--- src/rtl/agc_pkg.sv ---
package agc_pkg;

  // strobes from the control FSM to the datapath
  typedef struct packed {
    logic captureSample;
  } agcStrobes_t;

  // comparison results from the datapath to the control
  typedef struct packed {
    logic inWindow;
    logic overPred;
  } agcFlags_t;

endpackage

--- src/rtl/agc_datapath.sv ---
module agc_datapath
  import agc_pkg::*;
#(
  parameter int DATA_W = 16,
  parameter int NUM_THR = 4,
  parameter logic signed [DATA_W-1:0] INNER_POS = 16'sd162,
  parameter logic signed [DATA_W-1:0] INNER_NEG = -16'sd162,
  parameter logic signed [DATA_W-1:0] OUTER_POS = 16'sd32507,
  parameter logic signed [DATA_W-1:0] OUTER_NEG = -16'sd32508
) (
  input  logic                       clk,
  input  logic                       rstN,
  input  agcStrobes_t                strobes,
  input  logic signed [DATA_W-1:0]   sampleData,
  input  logic                       thrWe,
  input  logic [$clog2(NUM_THR)-1:0] thrSel,
  input  logic signed [DATA_W-1:0]   thrData,
  output agcFlags_t                  flags
);

  localparam int PRED_W = DATA_W + 2;
  localparam int SEL_INNER_POS = 0;
  localparam int SEL_INNER_NEG = 1;
  localparam int SEL_OUTER_POS = 2;
  localparam int SEL_OUTER_NEG = 3;
  localparam logic signed [DATA_W-1:0] THR_INIT [NUM_THR] =
    '{INNER_POS, INNER_NEG, OUTER_POS, OUTER_NEG};

  logic signed [DATA_W-1:0] thrReg [NUM_THR];
  logic signed [DATA_W-1:0] prevSample;
  logic signed [PRED_W-1:0] curExt, prevExt, predicted;
  logic signed [PRED_W-1:0] outPosExt, outNegExt;

  // threshold registers, one per slot
  for (genvar i = 0; i < NUM_THR; i++) begin : g_thr
    always_ff @(posedge clk or negedge rstN) begin
      if (!rstN) begin
        thrReg[i] <= THR_INIT[i];
      end else if (thrWe && (int'(thrSel) == i)) begin
        thrReg[i] <= thrData;
      end
    end
  end

  // one-deep sample history
  always_ff @(posedge clk or negedge rstN) begin
    if (!rstN) begin
      prevSample <= '0;
    end else if (strobes.captureSample) begin
      prevSample <= sampleData;
    end
  end

  // first-order extrapolation with two guard bits
  always_comb begin
    curExt    = {{2{sampleData[DATA_W-1]}}, sampleData};
    prevExt   = {{2{prevSample[DATA_W-1]}}, prevSample};
    predicted = (curExt <<< 1) - prevExt;
    outPosExt = {{2{thrReg[SEL_OUTER_POS][DATA_W-1]}}, thrReg[SEL_OUTER_POS]};
    outNegExt = {{2{thrReg[SEL_OUTER_NEG][DATA_W-1]}}, thrReg[SEL_OUTER_NEG]};
  end

  always_comb begin
    flags.inWindow = (sampleData > thrReg[SEL_INNER_NEG]) &&
                     (sampleData < thrReg[SEL_INNER_POS]);
    flags.overPred = (predicted > outPosExt) || (predicted < outNegExt);
  end

  // the extrapolation must agree in sign with 2*x[n]-x[n-1] at full precision
  assert_pred_sign_R4: assert property (@(posedge clk) disable iff (!rstN)
    (sampleData[DATA_W-1] && !prevSample[DATA_W-1]) |-> predicted[PRED_W-1]);

endmodule

--- src/rtl/agc_control.sv ---
module agc_control
  import agc_pkg::*;
(
  input  logic        clk,
  input  logic        rstN,
  input  logic        sampleValid,
  input  agcFlags_t   flags,
  output agcStrobes_t strobes,
  output logic        gainHigh,
  output logic        gainChanged
);

  logic histValid;
  logic switchNow;

  always_comb begin
    strobes.captureSample = sampleValid;
    switchNow = sampleValid && histValid &&
                (gainHigh ? flags.overPred : flags.inWindow);
  end

  always_ff @(posedge clk or negedge rstN) begin
    if (!rstN) begin
      gainHigh    <= 1'b0;
      gainChanged <= 1'b0;
      histValid   <= 1'b0;
    end else begin
      gainChanged <= switchNow;
      if (switchNow) begin
        gainHigh <= ~gainHigh;
      end
      if (sampleValid) begin
        histValid <= ~switchNow;
      end
    end
  end

  // flag marks exactly the cycles in which the gain toggled
  assert_flag_matches_toggle_R7: assert property (@(posedge clk) disable iff (!rstN)
    gainChanged == (gainHigh != $past(gainHigh)));

  // a change always follows a sample strobe
  assert_change_after_strobe_R7: assert property (@(posedge clk) disable iff (!rstN)
    gainChanged |-> $past(sampleValid));

  // no two changes back to back
  assert_no_double_switch_R6: assert property (@(posedge clk) disable iff (!rstN)
    gainChanged |=> !gainChanged);

  // raising the gain needs a sample inside the inner band
  assert_rise_in_window_R2: assert property (@(posedge clk) disable iff (!rstN)
    $rose(gainHigh) |-> $past(flags.inWindow));

  // dropping the gain needs an out-of-band prediction
  assert_fall_on_prediction_R3: assert property (@(posedge clk) disable iff (!rstN)
    $fell(gainHigh) |-> $past(flags.overPred));

endmodule

--- src/rtl/autorange_gain_ctrl.sv ---
module autorange_gain_ctrl
  import agc_pkg::*;
#(
  parameter int DATA_W = 16,
  parameter int NUM_THR = 4,
  parameter logic signed [DATA_W-1:0] INNER_POS = 16'sd162,
  parameter logic signed [DATA_W-1:0] INNER_NEG = -16'sd162,
  parameter logic signed [DATA_W-1:0] OUTER_POS = 16'sd32507,
  parameter logic signed [DATA_W-1:0] OUTER_NEG = -16'sd32508
) (
  input  logic                       clk,
  input  logic                       rstN,
  input  logic                       sampleValid,
  input  logic signed [DATA_W-1:0]   sampleData,
  input  logic                       thrWe,
  input  logic [$clog2(NUM_THR)-1:0] thrSel,
  input  logic signed [DATA_W-1:0]   thrData,
  output logic                       gainHigh,
  output logic                       gainChanged
);

  agcStrobes_t strobes;
  agcFlags_t   flags;

  agc_datapath #(
    .DATA_W(DATA_W), .NUM_THR(NUM_THR),
    .INNER_POS(INNER_POS), .INNER_NEG(INNER_NEG),
    .OUTER_POS(OUTER_POS), .OUTER_NEG(OUTER_NEG)
  ) datapath_i (
    .clk(clk), .rstN(rstN), .strobes(strobes), .sampleData(sampleData),
    .thrWe(thrWe), .thrSel(thrSel), .thrData(thrData), .flags(flags)
  );

  agc_control control_i (
    .clk(clk), .rstN(rstN), .sampleValid(sampleValid), .flags(flags),
    .strobes(strobes), .gainHigh(gainHigh), .gainChanged(gainChanged)
  );

endmodule

--- config.mk ---
export PLATFORM = sky130hd
export DESIGN_NAME = autorange_gain_ctrl
export DESIGN_NICKNAME = d
export VERILOG_FILES = /design/src/rtl/agc_pkg.sv /design/src/rtl/agc_datapath.sv /design/src/rtl/agc_control.sv /design/src/rtl/autorange_gain_ctrl.sv
export SDC_FILE = /design/constraint.sdc
export NUM_CORES = 1
export LEC_CHECK = 0
export ABC_AREA = 1
export BUFFER_PORTS_ARGS = -buffer_cell sky130_fd_sc_hd__buf_4
export CAP_MARGIN = 40
export CELL_PAD_IN_SITES_DETAIL_PLACEMENT = 0
export CELL_PAD_IN_SITES_GLOBAL_PLACEMENT = 2
export CORE_ASPECT_RATIO = 0.5
export CORE_MARGIN = 1.5
export CORE_UTILIZATION = 36
export CTS_CLUSTER_SIZE = 24
export DETAILED_ROUTE_END_ITERATION = 6
export GPL_ROUTABILITY_DRIVEN = 0
export GPL_TIMING_DRIVEN = 1
export MAX_ROUTING_LAYER = met4
export PLACE_DENSITY = 0.79
export SYNTH_ARGS = -nofsm -noshare
export SYNTH_HDL_FRONTEND = slang
export SYNTH_SLANG_ARGS = --single-unit
--- constraint.sdc ---
create_clock -name clk -period 3.1 [get_ports clk]
set_input_delay 0.31 -clock clk [delete_from_list [all_inputs] [get_ports clk]]
set_output_delay 0.31 -clock clk [all_outputs]
set_load 0.03 [all_outputs]
==> qor.txt, run 1 <==
Row count: 32
Tmin final: 3.09 ns
Final net count: 960
Drt pass-1 iters: 5
Post-DR vias/cell: 4.65
Total number of vias: 4874
CP max FO: 3
# clock sinks: 83
CP startpoint kind: flip-flop
Worst path bufs/invs: 3
Gr ovfl total: 0
CTS tree: built
Fin. max-slew vios: 0
DRT antenna net count: 0
Flop2flop setup slack: 0.007 ns
Post-DP Area: 6710 um2
Fillers: 1542
Worst endpoint required time: 3.34 ns
Initial antenna violation count: 1
First-pass GRT wire length: 25100 um
Crit path top cell by count: nand2_2
# setup viols final: 0
Slew HR: 60.5%
DIE HEIGHT: 92.4 um
Gr usage total: 20.4%
Root buffer cell: clkbuf_16
Synth Cell Area: 5750 um2
Status: finished, final reports clean
Sequential area share after synthesis: 36.8%
Clk_skew: 0.00812 ns
Vias in the first global route: 4726
Ranking of synthesized cells by area: dfrtp_1 22%, ha_1 18%, dfstp_2 15%
Fraction of layout cells with a size suffix above 1: 27.7%
RSZ-0062 raised after global routing: yes
Worst min-delay path class: primary input to flip-flop
H-Tree Depth: 3
Reg2reg start: datapath_i.prevSample[1]
Initial Utilization: 37.1%
Fmax achieved: 323 MHz
Max Cap Viol: 0
Commonest non-fill, non-tap cell in the layout: nand2_1
Antenna cells: 0
Final core occ: 47.6%
Synth warnings: 0
Final period util: 99.8%
Worst skew pair latency: 0.35 ns
CP Cell Sequence: inv_2, buf_6, fa_2, a31o_4, nand3_2, nand3_2, nand2_1, o211ai_1, xor2_1, buf_4, ha_4, nand2_2, nor2_2, nand2_2, nor2_4, o21ai_2, nand4_1, nand3_1, nand2_1, nand2_2, nor2_4, nor2_2
Reg clk slew, reported paths: 0.07 ns
Yosys top cell area share: 22.2%
Largest net degree at the start of global routing: 39
Delay-heaviest family, CP: simple AND/OR/NAND/NOR gates
CP Class: flip-flop to flip-flop
Worst slew pin tran: 0.591 ns
Commonest non-fill, non-tap cells in the layout: 182 x nand2_1, 128 x inv_1, 100 x buf_4, 88 x o21ai_0, 71 x ha_1
Initial drt markers: 238
WL final: 15500 um
Mapped Nets: 860
Min-delay src: sampleData[13]
Critical Path End Type: flip-flop
Core area: 15500 um2
Residual DRC: 0
Cell accounting for the most synthesized area: dfrtp_1
Leak: 3.74 nW
Clock tree buffer depth: 2
Synth-to-layout area growth: 28.2%
CTS buffer count: 9
Critical path origin: datapath_i.prevSample[1]
Slowest stage delay, CP: 0.39 ns
Worst vdd ir: 0.263 mV
WL/cell: 14.8 um
Cell count after synthesis: 739
I/O Buffers: 39
Yosys reg bits: 83
Final hold vios: 0
Crit-path slowest cell: fa_2
Post-route cell area: 7370 um2
Hpwl dp: 12400 um
Die area: 16800 um2
IO Count: 40
Die width: 182 um
Syn avg cell area: 7.78 um2
Post-synth cell types: 36
Power per cell area: 563 nW/um2
CP Data Arrival Time: 3.33 ns
## worst paths after layout
check / end / depth (start not counted)
max reg2reg: control_i.histValid / 22
max in group asynchronous: datapath_i.thrReg[43] / 3
min: datapath_i.prevSample[13] / 3
max: control_i.histValid / 22
min reg2reg: datapath_i.thrReg[57] / 2
min in group asynchronous: datapath_i.outNegExt[4] / 2
## routing by layer
metal	vias up	routed length, um	track usage [%]
met5	-	0	-
met4	0	108	3.54
met3	10	489	4.33
met2	56	5960	27.1
met1	2247	8920	31.3
li1	2561	-	-
## synthesized netlist by cell type (all sizes together)
library cell,number
o31ai,1
dfstp,32
a21oi,40
nand3,17
a21o,3
inv,135
ha,82
a31oi,2
a31o,1
o21bai,1
o211a,1
nor2,32
dfrtp,51
and2,1
nand4,6
o21ai,94
xnor2,4
clkbuf,15
fa,1
a21boi,1
nand2,198
nor4,2
nand3b,1
buf,1
xor2,11
o211ai,2
nor3,4
## registers in the layout, summed over array words and instances (netlist names)
register               count
datapath_i.outPosExt      16
control_i.gainChanged      1
control_i.gainHigh         1
datapath_i.outNegExt      16
datapath_i.prevSample     16
control_i.histValid        1
datapath_i.thrReg         32
## power by group
group | internal [mW] | switching (mW) | total, mW
Combinational | 0.741 | 0.961 | 1.70
Sequential | 1.30 | 0.0908 | 1.39
Clock | 0.572 | 0.487 | 1.06
## cell type report
class                      instances  area (um2)  area share (%)
multi-input combinational        505        3390            46.0
sequential                        83        2120            28.7
timing repair buffer             105         813            11.0
inverter                         135         507            6.87
tap                              204         255            3.46
clock buffer                      10         239            3.24
clock inverter                     6        46.3           0.628
## worst reg2reg max path, stage by stage (launching register included)
cell,delay (ns)
dfrtp_1,0.34
inv_2,0.05
buf_6,0.11
fa_2,0.39
a31o_4,0.23
nand3_2,0.06
nand3_2,0.09
nand2_1,0.08
o211ai_1,0.10
xor2_1,0.20
buf_4,0.17
ha_4,0.26
nand2_2,0.05
nor2_2,0.16
nand2_2,0.09
nor2_4,0.10
o21ai_2,0.06
nand4_1,0.07
nand3_1,0.07
nand2_1,0.08
nand2_2,0.08
nor2_4,0.10
nor2_2,0.03
## cells by family (layout without fill, tap and decap cells)
kind of cell             count (synthesis)  after routing  synth area share, %
flip-flops                              83             83                 36.8
XOR/XNOR                                15             15                 2.28
AO/OA/AOI/OAI                          146            146                 13.8
buffers and inverters                  151            256                 9.86
adder cells (fa/ha/maj)                 83             83                 18.2
AND/OR/NAND/NOR                        261            261                 19.1
## per-stage QoR
| stage | hold WS [ns] | std cells | total power, mW | worst slack, ns | TNS [ns] |
|---|---|---|---|---|---|
| 6_report | 0.211 | 1048 | 4.15 | 0.00733 | 0 |
| 5_1_grt | 0.206 | 1048 | 4.53 | -0.174 | -0.484 |
| 4_1_cts | 0.196 | 1044 | 4.07 | 0.00247 | 0 |
| 3_5_place_dp | 0.316 | 1027 | 2.95 | -0.164 | -0.380 |
| 3_3_place_gp | 0.317 | 1025 | 2.92 | -0.123 | -0.308 |
| 2_1_floorplan | 0.0144 | 739 | 2.41 | 0.247 | 0 |
## timing repair
| action | CTS | global route |
|---|---|---|
| pin swaps | 4 | 26 |
| hold buffers | 1 | 0 |
| gates cloned | 0 | 0 |
| resized for setup | 11 | 63 |
| endpoints found under the hold margin | 24 | 0 |
| setup buffers | 0 | 5 |
| setup endpoints to repair | 3 | 3 |
Note: power is estimated with default switching activity, not from simulation.
==> inputs of run 2 (changes only) <==
--- a/config.mk
+++ b/config.mk
@@ -12,13 +12,13 @@
 export CELL_PAD_IN_SITES_GLOBAL_PLACEMENT = 2
 export CORE_ASPECT_RATIO = 0.5
 export CORE_MARGIN = 1.5
-export CORE_UTILIZATION = 36
+export CORE_UTILIZATION = 26
 export CTS_CLUSTER_SIZE = 24
 export DETAILED_ROUTE_END_ITERATION = 6
 export GPL_ROUTABILITY_DRIVEN = 0
 export GPL_TIMING_DRIVEN = 1
 export MAX_ROUTING_LAYER = met4
-export PLACE_DENSITY = 0.79
+export PLACE_DENSITY = 0.6
 export SYNTH_ARGS = -nofsm -noshare
 export SYNTH_HDL_FRONTEND = slang
 export SYNTH_SLANG_ARGS = --single-unit
==> run 2 against run 1 <==
  * Power shrank 1.9%
  * Register-to-register slack improved by 0.04 ns
  * Maximum frequency rose by 1.2%
  * Clock power shrank 6%
  * Routed wire length is 7.5% higher
  * Clock skew is essentially flat
  * Worst setup slack gained 0.038 ns
  * First-iteration DRC count increased by 5.9%
  * Utilization is 14 points lower
==> qor.txt, run 2 (synthesis results as in run 1) <==
Die area: 23100 um2 (was 16800 um2)
Root buffer cell: clkbuf_16 (unchanged)
Reg clk slew, reported paths: 0.06 ns (was 0.07 ns)
Fraction of layout cells with a size suffix above 1: 25.0% (was 27.7%)
Crit-path slowest cell: dfrtp_1 (was fa_2)
Hpwl dp: 13500 um (was 12400 um)
Delay-heaviest family, CP: simple AND/OR/NAND/NOR gates (unchanged)
Gr ovfl total: 0 (unchanged)
Final worst slack: 0.0451 ns (was 0.00733 ns)
CTS tree: built (unchanged)
Critical Path End Type: flip-flop (unchanged)
Initial Utilization: 26.5% (was 37.1%)
Vias in the first global route: 4717 (was 4726)
R2R depth: 23 (was 22)
Status: finished, final reports clean (unchanged)
Min Hold Slack: 0.0116 ns (was 0.211 ns)
Final period util: 98.5% (was 99.8%)
Fillers: 2376 (was 1542)
Worst min-delay path class: primary input to async pin (was primary input to flip-flop)
DIE HEIGHT: 108 um (was 92.4 um)
Slowest stage delay, CP: 0.37 ns (was 0.39 ns)
WL/cell: 14.6 um (was 14.8 um)
CP max FO: 3 (unchanged)
Final net count: 957 (was 960)
Initial drt markers: 252 (was 238)
Worst vdd ir: 0.219 mV (was 0.263 mV)
Gr usage total: 16.2% (was 20.4%)
CTS buffer count: 9 (unchanged)
I/O Buffers: 39 (unchanged)
Leak: 3.72 nW (was 3.74 nW)
RR Endpoint: control_i.histValid (unchanged)
Post-route cell area: 7370 um2 (about the same)
Die width: 213 um (was 182 um)
Pre-CTS WS: -0.203 ns (was -0.164 ns)
CP Data Arrival Time: 3.30 ns (was 3.33 ns)
IO Count: 40 (unchanged)
WL final: 16600 um (was 15500 um)
Worst path bufs/invs: 2 (was 3)
Commonest non-fill, non-tap cells in the layout: 189 x nand2_1, 128 x inv_1, 99 x buf_4, 88 x o21ai_0, 75 x ha_1 (was 182 x nand2_1, 128 x inv_1, 100 x buf_4, 88 x o21ai_0, 71 x ha_1)
Placed Cells incl. Taps: 1120 (was 1027)
Core area: 21700 um2 (was 15500 um2)
Post-DR vias/cell: 4.22 (was 4.65)
Fin. max-slew vios: 0 (unchanged)
Max Cap Viol: 0 (unchanged)
Final hold vios: 0 (unchanged)
Synth-to-layout area growth: 28.2% (about the same)
Largest net degree at the start of global routing: 51 (was 39)
CP Class: flip-flop to flip-flop (unchanged)
Row count: 38 (was 32)
Fmax achieved: 327 MHz (was 323 MHz)
Crit path top cell by count: nand2_1 (was nand2_2)
RSZ-0062 raised after global routing: yes (unchanged)
Total number of vias: 4818 (was 4874)
CP Cell Sequence: inv_2, ha_4, a21o_1, a31o_2, nand3_1, nand3_2, nand2_1, o211ai_1, xor2_1, buf_4, ha_1, nand2_1, nor2_2, and2_4, nand3_2, nand3_1, nand2_1, nand2_1, nor2_1, nand2_1, nand2_2, nor2_4, nor2_2 (was inv_2, buf_6, fa_2, a31o_4, nand3_2, nand3_2, nand2_1, o211ai_1, xor2_1, buf_4, ha_4, nand2_2, nor2_2, nand2_2, nor2_4, o21ai_2, nand4_1, nand3_1, nand2_1, nand2_2, nor2_4, nor2_2)
Slew HR: 53.5% (was 60.5%)
Clock tree buffer depth: 2 (unchanged)
# setup viols final: 0 (unchanged)
Post-DP Area: 6850 um2 (was 6710 um2)
Power per cell area: 553 nW/um2 (was 563 nW/um2)
Initial antenna violation count: 0 (was 1)
DRT antenna net count: 0 (unchanged)
H-Tree Depth: 3 (unchanged)
Final core occ: 34.0% (was 47.6%)
Reg2reg start: datapath_i.prevSample[3] (was datapath_i.prevSample[1])
Worst endpoint required time: 3.34 ns (about the same)
Clk_skew: 0.00810 ns (was 0.00812 ns)
Worst slew pin tran: 0.697 ns (was 0.591 ns)
CP startpoint kind: flip-flop (unchanged)
Tmin final: 3.05 ns (was 3.09 ns)
# clock sinks: 83 (unchanged)
Largest register FFs: 32 (unchanged)
Residual DRC: 0 (unchanged)
Worst skew pair latency: 0.35 ns (about the same)
Commonest non-fill, non-tap cell in the layout: nand2_1 (unchanged)
First-pass GRT wire length: 26500 um (was 25100 um)
Drt pass-1 iters: 4 (was 5)
Layout Cells excl Fill: 1141 (was 1048)
Most flop-heavy register: datapath_i.thrReg (unchanged)
Flop2flop setup slack: 0.05 ns (was 0.007 ns)
## run 2: cell count changes in the layout (fill, tap and decap cells not counted), sizes merged
cell         previous run  this run
inv                   138       135
diode                   0         1
buf                   104       102
clkbuf                 10        11
dlygate4sd3             1         0
clkinv                  1         2
## run 2: where the power goes
group          switching [mW]  internal [mW]
logic                   0.961          0.719
clock network           0.460          0.539
registers              0.0928           1.30
## run 2: how the worst max path moves through the flow
| stage | end | cells after the start | startpoint | slack (ns) |
|---|---|---|---|---|
| 4_1_cts | control_i.histValid | 23 | datapath_i.prevSample[3] | 0.004 |
| 5_1_grt | control_i.histValid | 24 | datapath_i.prevSample[10] | -0.19 |
| 6_report | control_i.histValid | 23 | datapath_i.prevSample[3] | 0.05 |
| 3_5_place_dp | control_i.histValid | 22 | sampleData[8] | -0.20 |
| 2_1_floorplan | control_i.histValid | 23 | datapath_i.prevSample[2] | 0.25 |
| 3_3_place_gp | control_i.histValid | 22 | sampleData[8] | -0.26 |
## run 2: stage by stage
stage / total power, mW / TNS [ns]
floorplan: 2.41 / 0
global route: 4.47 / -0.515
finish: 4.07 / 0
detailed placement: 2.99 / -0.549
global placement: 2.97 / -0.724
CTS: 4.09 / 0
## run 2: routing by layer
layer / global-route usage [%] / share of wire [%]
met1: 24.8 / 59
met2: 21.1 / 38
met3: 3.40 / 2.3
met4: 3.17 / 0.73
met5: - / 0
## run 2: final cells by class
cell class                      instances  area [um2]  share of cell area, %
Antenna cell                            1        2.50                 0.0340
Clock buffer                           11         233                   3.16
Clock inverter                          4        28.8                  0.391
Inverter                              135         507                   6.88
Multi-Input combinational cell        505        3290                   44.6
Sequential cell                        83        2120                   28.7
Tap cell                              300         375                   5.09
Timing Repair Buffer                  102         818                   11.1
## run 2: repair_timing
action,in CTS,in global routing
hold endpoints to repair,0,0
setup buffers,2,3
gates resized for setup,23,26
pin swaps,9,21
endpoints found under the setup margin,3,3
hold buffers,0,0
